`src/rtl/sd_cmd_engine.sv`:
```
module sd_cmd_engine #(
  parameter int TIMEOUT_CYCLES = 64
) (
  input  logic        clk,
  input  logic        rst_n,
  input  logic        clk_en,
  input  logic [31:0] cmd_arg,
  input  logic [5:0]  cmd_index,
  input  logic [1:0]  resp_type,
  input  logic        crc_check_en,
  input  logic        cmd_start,
  input  logic [3:0]  flag_clr,
  input  logic        cmd_in,
  output logic        cmd_out,
  output logic        cmd_oe,
  output logic        active,
  output logic [3:0]  flags,
  output logic [5:0]  resp_index,
  output logic [31:0] resp_w1,
  output logic [31:0] resp_w2,
  output logic [31:0] resp_w3,
  output logic [31:0] resp_w4
);
  localparam int FRAME_BITS = 48;
  localparam int LONG_BITS  = 136;
  localparam int KEEP_BITS  = LONG_BITS - 2;
  localparam int TCW = $clog2(FRAME_BITS + 1);
  localparam int RCW = $clog2(LONG_BITS + 1);
  localparam int WCW = $clog2(TIMEOUT_CYCLES + 1);
  localparam int F_OK = 0, F_CRC = 1, F_TO = 2, F_SENT = 3;

  typedef enum logic [2:0] {S_IDLE, S_TX, S_WAIT, S_RX, S_CHECK} st_t;

  function automatic logic [6:0] crc7_of(input logic [39:0] d);
    logic [6:0] c;
    logic fb;
    c = 7'd0;
    for (int i = 39; i >= 0; i--) begin
      fb = d[i] ^ c[6];
      c  = {c[5:0], 1'b0} ^ (fb ? 7'h09 : 7'h00);
    end
    return c;
  endfunction

  st_t                  state;
  logic [FRAME_BITS-2:0] tx_sr;
  logic [TCW-1:0]       tx_cnt;
  logic [WCW-1:0]       wait_cnt;
  logic [RCW-1:0]       rx_cnt;
  logic [KEEP_BITS-1:0] rx_sr;
  logic [1:0]           typ_q;
  logic                 crc_en_q;
  logic [3:0]           set_vec;

  wire want_short = (typ_q == 2'b01);
  wire want_long  = (typ_q == 2'b10);
  wire want_resp  = want_short | want_long;

  wire [39:0] tx_head = {2'b01, cmd_index, cmd_arg};
  wire [FRAME_BITS-1:0] tx_frame = {tx_head, crc7_of(tx_head), 1'b1};

  wire tx_last   = (tx_cnt == TCW'(FRAME_BITS));
  wire wait_last = (wait_cnt == WCW'(TIMEOUT_CYCLES - 1));
  wire [RCW-1:0] rx_last = want_long ? RCW'(LONG_BITS - 1) : RCW'(FRAME_BITS - 1);
  wire crc_bad = (crc7_of(rx_sr[47:8]) != rx_sr[7:1]);

  assign active = (state != S_IDLE);

  assign set_vec[F_SENT] = (state == S_TX) && clk_en && tx_last && !want_resp;
  assign set_vec[F_TO]   = (state == S_WAIT) && clk_en && cmd_in && wait_last;
  assign set_vec[F_CRC]  = (state == S_CHECK) && want_short && crc_en_q && crc_bad;
  assign set_vec[F_OK]   = (state == S_CHECK) && !set_vec[F_CRC];

  always_ff @(posedge clk or negedge rst_n) begin
    if (!rst_n) flags <= 4'b0;
    else        flags <= (flags & ~flag_clr) | set_vec;
  end

  always_ff @(posedge clk or negedge rst_n) begin
    if (!rst_n) begin
      state      <= S_IDLE;
      tx_sr      <= '0;
      tx_cnt     <= '0;
      wait_cnt   <= '0;
      rx_cnt     <= '0;
      rx_sr      <= '0;
      typ_q      <= 2'b00;
      crc_en_q   <= 1'b0;
      cmd_out    <= 1'b1;
      cmd_oe     <= 1'b0;
      resp_index <= '0;
      resp_w1    <= '0;
      resp_w2    <= '0;
      resp_w3    <= '0;
      resp_w4    <= '0;
    end else begin
      case (state)
        S_IDLE: if (cmd_start) begin
          tx_sr    <= tx_frame[FRAME_BITS-2:0];
          cmd_out  <= 1'b1;
          typ_q    <= resp_type;
          crc_en_q <= crc_check_en;
          tx_cnt   <= '0;
          state    <= S_TX;
        end
        S_TX: if (clk_en) begin
          if (tx_last) begin
            cmd_oe   <= 1'b0;
            cmd_out  <= 1'b1;
            wait_cnt <= '0;
            state    <= want_resp ? S_WAIT : S_IDLE;
          end else begin
            cmd_oe  <= 1'b1;
            cmd_out <= (tx_cnt == '0) ? 1'b0 : tx_sr[FRAME_BITS-2];
            if (tx_cnt != '0) tx_sr <= {tx_sr[FRAME_BITS-3:0], 1'b0};
            tx_cnt  <= tx_cnt + 1'b1;
          end
        end
        S_WAIT: if (clk_en) begin
          if (!cmd_in) begin
            rx_sr  <= {rx_sr[KEEP_BITS-2:0], cmd_in};
            rx_cnt <= RCW'(1);
            state  <= S_RX;
          end else if (wait_last) begin
            state <= S_IDLE;
          end else begin
            wait_cnt <= wait_cnt + 1'b1;
          end
        end
        S_RX: if (clk_en) begin
          rx_sr  <= {rx_sr[KEEP_BITS-2:0], cmd_in};
          rx_cnt <= rx_cnt + 1'b1;
          if (rx_cnt == rx_last) state <= S_CHECK;
        end
        S_CHECK: begin
          if (want_long) begin
            resp_index <= rx_sr[133:128];
            resp_w1    <= rx_sr[127:96];
            resp_w2    <= rx_sr[95:64];
            resp_w3    <= rx_sr[63:32];
            resp_w4    <= rx_sr[31:0];
          end else begin
            resp_index <= rx_sr[45:40];
            resp_w1    <= rx_sr[39:8];
          end
          state <= S_IDLE;
        end
        default: state <= S_IDLE;
      endcase
    end
  end
endmodule


```
`config.mk`:
```
export PLATFORM = sky130hd
export DESIGN_NAME = sd_cmd_engine
export DESIGN_NICKNAME = d
export VERILOG_FILES = /design/src/rtl/sd_cmd_engine.sv
export SDC_FILE = /design/constraint.sdc
export NUM_CORES = 1
export LEC_CHECK = 0
export BUFFER_PORTS_ARGS = -buffer_cell sky130_fd_sc_hd__buf_2
export CAP_MARGIN = 20
export CORE_MARGIN = 4
export CORE_UTILIZATION = 35
export DETAILED_ROUTE_END_ITERATION = 10
export GPL_TIMING_DRIVEN = 0
export PLACE_DENSITY = 0.56
export SETUP_SLACK_MARGIN = 0.4
export SYNTH_ARGS = -nofsm -noshare
export SYNTH_HDL_FRONTEND = slang
export SYNTH_SLANG_ARGS = --single-unit
export TNS_END_PERCENT = 100
```
`constraint.sdc`:
```
create_clock -name clk -period 3.3 [get_ports clk]
set_clock_uncertainty 0.05 [all_clocks]
set_input_delay 0.495 -clock clk [delete_from_list [all_inputs] [get_ports clk]]
set_output_delay 0.495 -clock clk [all_outputs]
set_load 0.01 [all_outputs]
```
[Word level (Yosys, flattened, before mapping)]
Cells that the tools add are included.
Cells by class
  add/subtract/negate cells: 3
  equality and inequality tests: 22
  multiplexer cells: 120
  bitwise gates (word level): 157
  reductions and logical operators: 28
Operators by type and width (count)
  bitwise XOR 7 x 4 -> 7 bit: 73
  2-to-1 mux 134 bit: 3
  2-to-1 mux 4 bit: 78
  one-hot mux 134 bit (2 select lines): 1
  2-to-1 mux 47 bit: 4
  one-hot mux 47 bit (2 select lines): 1
  bitwise XOR 1 bit: 71
  2-to-1 mux 7 bit: 5
  2-to-1 mux 32 bit: 1
  2-to-1 mux 8 bit: 4
  2-to-1 mux 3 bit: 8
  2-to-1 mux 6 bit: 4
  inequality test 2 bit (second input constant): 10
  one-hot mux 8 bit (2 select lines): 1
  one-hot mux 7 bit (2 select lines): 1
  one-hot mux 3 bit (4 select lines): 1
  one-hot mux 6 bit (2 select lines): 1
  bitwise XOR 6 x 4 -> 6 bit: 2
  logical AND 1 bit: 10
  adder 8 x 1 -> 8 bit (second input constant): 1
  == test 8 bit: 1
  AND reduction 4 bit: 2
  adder 7 x 1 -> 7 bit (second input constant): 1
  == test 7 x 6 -> 1 bit (second input constant): 1
  31 further kinds: 45
Storage, ports and cells
  register bits after elaboration: 348
  output and inout port bits: 141
  word-level logic and storage cells: 346

[Depth between registers and ports, before layout]
  depth in word-level cells: 118
  mapped depth: 12
  gate-level depth less buffers: 11

[Least setup slack after synthesis]
No wires, ideal clock.
  kind: flip-flop to flip-flop
  start point: register rx_sr[43]
  end point: register flags[1]
  data arrival time: 3293 ps
  required time: 3107 ps
  slack: -185 ps
  stages on the path, launching flop included: 10
  buffers on the path: 0
  clock period less this slack: 3485 ps
  cells stage by stage: dfrtp_1 > xnor3_2 > xnor3_2 > xnor3_2 > xnor3_2 > xnor2_1 > or3_1 > a211o_1 > a222oi_1 > o22ai_1
Between the ends
  word-level cells in the longest chain between the ends: 57
  elaborated cells between the ends (all ways): 93
  those cells by class: eq/ne (1); mux (27); bitwise (64); reduce/logical (1)
RTL lines
  from (decl): line 50  | logic [KEEP_BITS-1:0] rx_sr;
  from (signal assigned): line 121  | rx_sr <= {rx_sr[KEEP_BITS-2:0], cmd_in};
  from (signal assigned): line 131  | rx_sr <= {rx_sr[KEEP_BITS-2:0], cmd_in};
  bitwise XOR 1 bit (*): line 39  | fb = d[i] ^ c[6];
  2-to-1 mux 4 bit (*): line 40  | c = {c[5:0], 1'b0} ^ (fb ? 7'h09 : 7'h00);
  bitwise XOR 7 x 4 -> 7 bit (*) (4 in a row): line 40
  bitwise XOR 1 bit / bitwise XOR 7 x 4 -> 7 bit (equally long branches): line 39, 40
  2-to-1 mux 4 bit / bitwise XOR 7 x 4 -> 7 bit (equally long branches): line 40
  bitwise XOR 7 x 4 -> 7 bit (*) (4 in a row): line 40
  bitwise XOR 1 bit / bitwise XOR 7 x 4 -> 7 bit (equally long branches): line 39, 40
  2-to-1 mux 4 bit / bitwise XOR 7 x 4 -> 7 bit (equally long branches): line 40
  [... 29 more ...]
  2-to-1 mux 4 bit / bitwise XOR 7 x 4 -> 7 bit (equally long branches): line 40
  bitwise XOR 7 x 4 -> 7 bit (*) (7 in a row): line 40
  bitwise XOR 1 bit / bitwise XOR 7 x 4 -> 7 bit (equally long branches): line 39, 40
  2-to-1 mux 4 bit / bitwise XOR 7 x 4 -> 7 bit (equally long branches): line 40
  bitwise XOR 7 x 4 -> 7 bit (*): line 40
  inequality test 7 bit (*): line 65  | wire crc_bad = (crc7_of(rx_sr[47:8]) != rx_sr[7:1]);
  logical AND 1 bit (*): line 71  | assign set_vec[F_CRC] = (state == S_CHECK) && want_short && crc_en_q && crc_bad;
  OR 4 bit (*): line 76  | else flags <= (flags & ~flag_clr) | set_vec;
  to (signal assigned): line 76
  to (decl): line 17  | output logic [3:0] flags,
Mark *: on every way between the ends. The rest lies on a longest branch, timed or not.
A chain may end at the register's enable or synchronous reset.

[Worst setup path after layout]
  start point: register rx_sr[42]
  end point: register flags[1]
Between the ends
  word-level cells in the longest chain between the ends: 56
  elaborated cells between the ends (all ways): 90
  those cells by class: eq/ne (1); mux (26); bitwise (62); reduce/logical (1)
RTL lines (line)
  bitwise XOR 1 bit (*): 39
  2-to-1 mux 4 bit (*): 40
  bitwise XOR 7 x 4 -> 7 bit (*) (4 in a row): 40
  bitwise XOR 1 bit: 39
  2-to-1 mux 4 bit: 40
  bitwise XOR 7 x 4 -> 7 bit (*) (4 in a row): 40
  bitwise XOR 1 bit: 39
  2-to-1 mux 4 bit: 40
  [... 29 more ...]
  2-to-1 mux 4 bit: 40
  bitwise XOR 7 x 4 -> 7 bit (*) (4 in a row): 40
  bitwise XOR 1 bit: 39
  2-to-1 mux 4 bit: 40
  bitwise XOR 7 x 4 -> 7 bit (*) (3 in a row): 40
  inequality test 7 bit (*): 65
  logical AND 1 bit (*): 71
  OR 4 bit (*): 76
Marked as above.

==> flow_summary.json <==
{
  "outcome": "finished, final reports clean",
  "cellLeakagePower_nw": 9.45,
  "wl_per_cell_um": 17.2,
  "syn_to_final_growth_pct": 22.1,
  "route.detailed.drc": 0,
  "fin_crit_sh": 0.966,
  "die_w_um": 219,
  "dp_slack_ps": -1180,
  "synth_nets": 1246,
  "critical_path_class": "flop to flop",
  "avgSynthCellArea_um2": 13.0,
  "core_mm2": 0.0435,
  "end_kind": "flop",
  "worstMarginPinSlew_ps": 919,
  "ir_drop_mv": 0.460,
  "ys_seq_elements": 348,
  "grtUsageTotal": 0.150,
  "synth_cell_types": 47,
  "cts_tree": "built",
  "antenna_found_initial": 0,
  "setup.worst_path.start_class": "flop",
  "final_max_slew_viol_count": 0,
  "synthArstFlopShare": 1.00,
  "drtPass1Iterations": 4,
  "die_h_um": 219,
  "numPortBuffers": 189,
  "yosysSeqAreaShare": 0.561,
  "crit_path_max_fanout": 4,
  "drive_above_1_share": 0.381,
  "drtIter0Drc": 398,
  "io_pins": 191,
  "gr-total-overflow": 0,
  "grt_first_pass_wirelength_um": 57500,
  "die_area_mm2": 0.0478,
  "synth_edf_count": 0,
  "clk_pin_slew_ps": 60,
  "diodes": 0,
  "dp.cells": 1967,
  "via_per_inst": 4.75,
  "n_fill_cell": 4115,
  "seqCellArea_mm2": 0.00872,
  "gp_congestion": 0.771,
  "slew_headroom": 0.384,
  "synth_top_cell_by_area": "dfrtp_1",
  "powerDensity_mw_per_mm2": 700,
  "yosysTopAreaCellShare": 0.559,
  "synth_area_mm2": 0.0155,
  "cp_data_required_time_ps": 3680,
  "tns_ps": 0,
  "cts_root_buffer": "clkbuf_16",
  "yosys_most_used_dff": "dfrtp_1",
  "drv_cap": 0,
  "num_rows": 76,
  "wirelength_um": 35500,
  "hold_viol": 0,
  "netlist_instances": 1190,
  "ys.warnings.count": 0,
  "rsz0062_at_grt": "true",
  "hp-class": "input port to flop",
  "design_power_total_w": 0.0133,
  "insertion_delay_ps": 540,
  "layout.cells.non_filler": 2058,
  "initial_utilization": 0.357,
  "multiInputGateArea_mm2": 0.00671,
  "setup_ws_ps": 113,
  "fin_hold_ws_ps": 88.5,
  "fmax_mhz": 314,
  "arrival_ps": 3560,
  "min_period_ps": 3190,
  "grt_pass1_vias": 10386,
  "nNetsFinal": 1499,
  "yosys-top-cells-area": "dfrtp_1, mux2_2, mux2i_1",
  "cts_max_level": 2,
  "setup_viol_count_final": 0,
  "ant_nets": 0,
  "clkSinkCount": 348,
  "num_vias": 9774,
  "dpl.hpwl_um": 25000,
  "cts_buffer_depth": 3,
  "cts_buffers": 41,
  "grt_max_degree": 111
}
[flip-flops by register name, indices dropped and copies added, names as in the netlist, 7 cells and up]
register and flops:
resp_w1 32, resp_w2 32, resp_w3 32, resp_w4 32
rx_cnt 8, rx_sr 134, tx_sr 47, wait_cnt 7
[cell usage in the layout (no fill, tap or decap), types with 17 or more instances in the layout]
cell type	count
a21oi_1	47
buf_2	190
buf_4	18
clkbuf_1	46
clkbuf_16	43
clkbuf_2	17
dfrtp_1	340
mux2_2	232
mux2i_1	79
nand2_1	67
nor2_1	63
o21ai_0	56
xnor2_1	72
xor2_1	36
[cells in the mapped netlist, types with 11 or more instances]
library cell  instances
xnor3_1              16
dfrtp_1             347
o21ai_0              57
a21oi_1              47
xnor2_1              86
mux2i_1              79
clkbuf_1             56
nand3_1              11
mux2_2              232
xor2_1               39
nand2_1              68
nor2_1               65
[path summary, 6_finish.rpt]
check                                           start                      end  slack (ps)  depth (start not counted)
worst max-delay path            rx_sr[42]$_DFFE_PN0P_       flags[1]$_DFF_PN0_         110                         10
min in group asynchronous                       rst_n  resp_w4[22]$_DFFE_PN0P_         420                          2
max in group asynchronous                       rst_n    tx_sr[40]$_DFFE_PN0P_        1420                          4
worst max register to register  rx_sr[42]$_DFFE_PN0P_       flags[1]$_DFF_PN0_         110                         10
worst min register to register  tx_sr[33]$_DFFE_PN0P_    tx_sr[33]$_DFFE_PN0P_         430                          2
worst min-delay path                      flag_clr[1]       flags[1]$_DFF_PN0_          90                          2
[cell type report]
cell class,instances,area share
timing repair buffer,210,0.0620
buffer,61,0.0145
multi-input combinational,771,0.354
tap,585,0.0386
clock inverter,10,0.00581
inverter,10,0.00198
clock buffer,63,0.0633
sequential,348,0.460
[kinds of logic after synthesis]
family / after synthesis / share of synthesized area
compound gates: 127 / 0.0448
flops: 348 / 0.561
simple gates: 180 / 0.0506
xor+xnor: 147 / 0.102
buf+inv: 71 / 0.0172
fa+ha+maj: 6 / 0.00484
mux: 311 / 0.219
[power breakdown]
group          switching (W)  internal [W]  leakage [nW]  total [W]
sequential          0.000369       0.00488          4.70    0.00525
combinational        0.00200       0.00164          4.11    0.00364
clock                0.00174       0.00266         0.640    0.00440
total                0.00411       0.00917          9.45     0.0133
[critical path, stage by stage (launching register included)]
cell,delay (ps)
dfrtp_2,430
xor3_2,500
xnor3_2,320
xor2_2,180
xnor2_2,290
xnor2_2,100
or3_1,360
a211o_1,260
a222oi_1,310
buf_4,200
o22ai_1,60
[stage by stage]
stage	util	cell area, um^2
finish	0.436	19000
global route	0.436	19000
CTS	0.434	18900
detailed placement	0.400	17400
global placement	0.398	17300
floorplan	-	15600
[what timing repair did]
item,CTS,global route
resized for setup,32,37
endpoints found under the setup margin,304,158
hold buffers,1,0
buffers inserted,11,6
pin swaps,9,3
endpoints found under the hold margin,52,0
[per-layer routing]
layer	share of wire	global-route usage	vias up
met5	0	0	-
met4	0.016	0.0352	0
met3	0.062	0.0423	42
met2	0.46	0.238	179
met1	0.46	0.204	4907
li1	-	-	4646
Note: power is estimated with default switching activity, not from simulation.
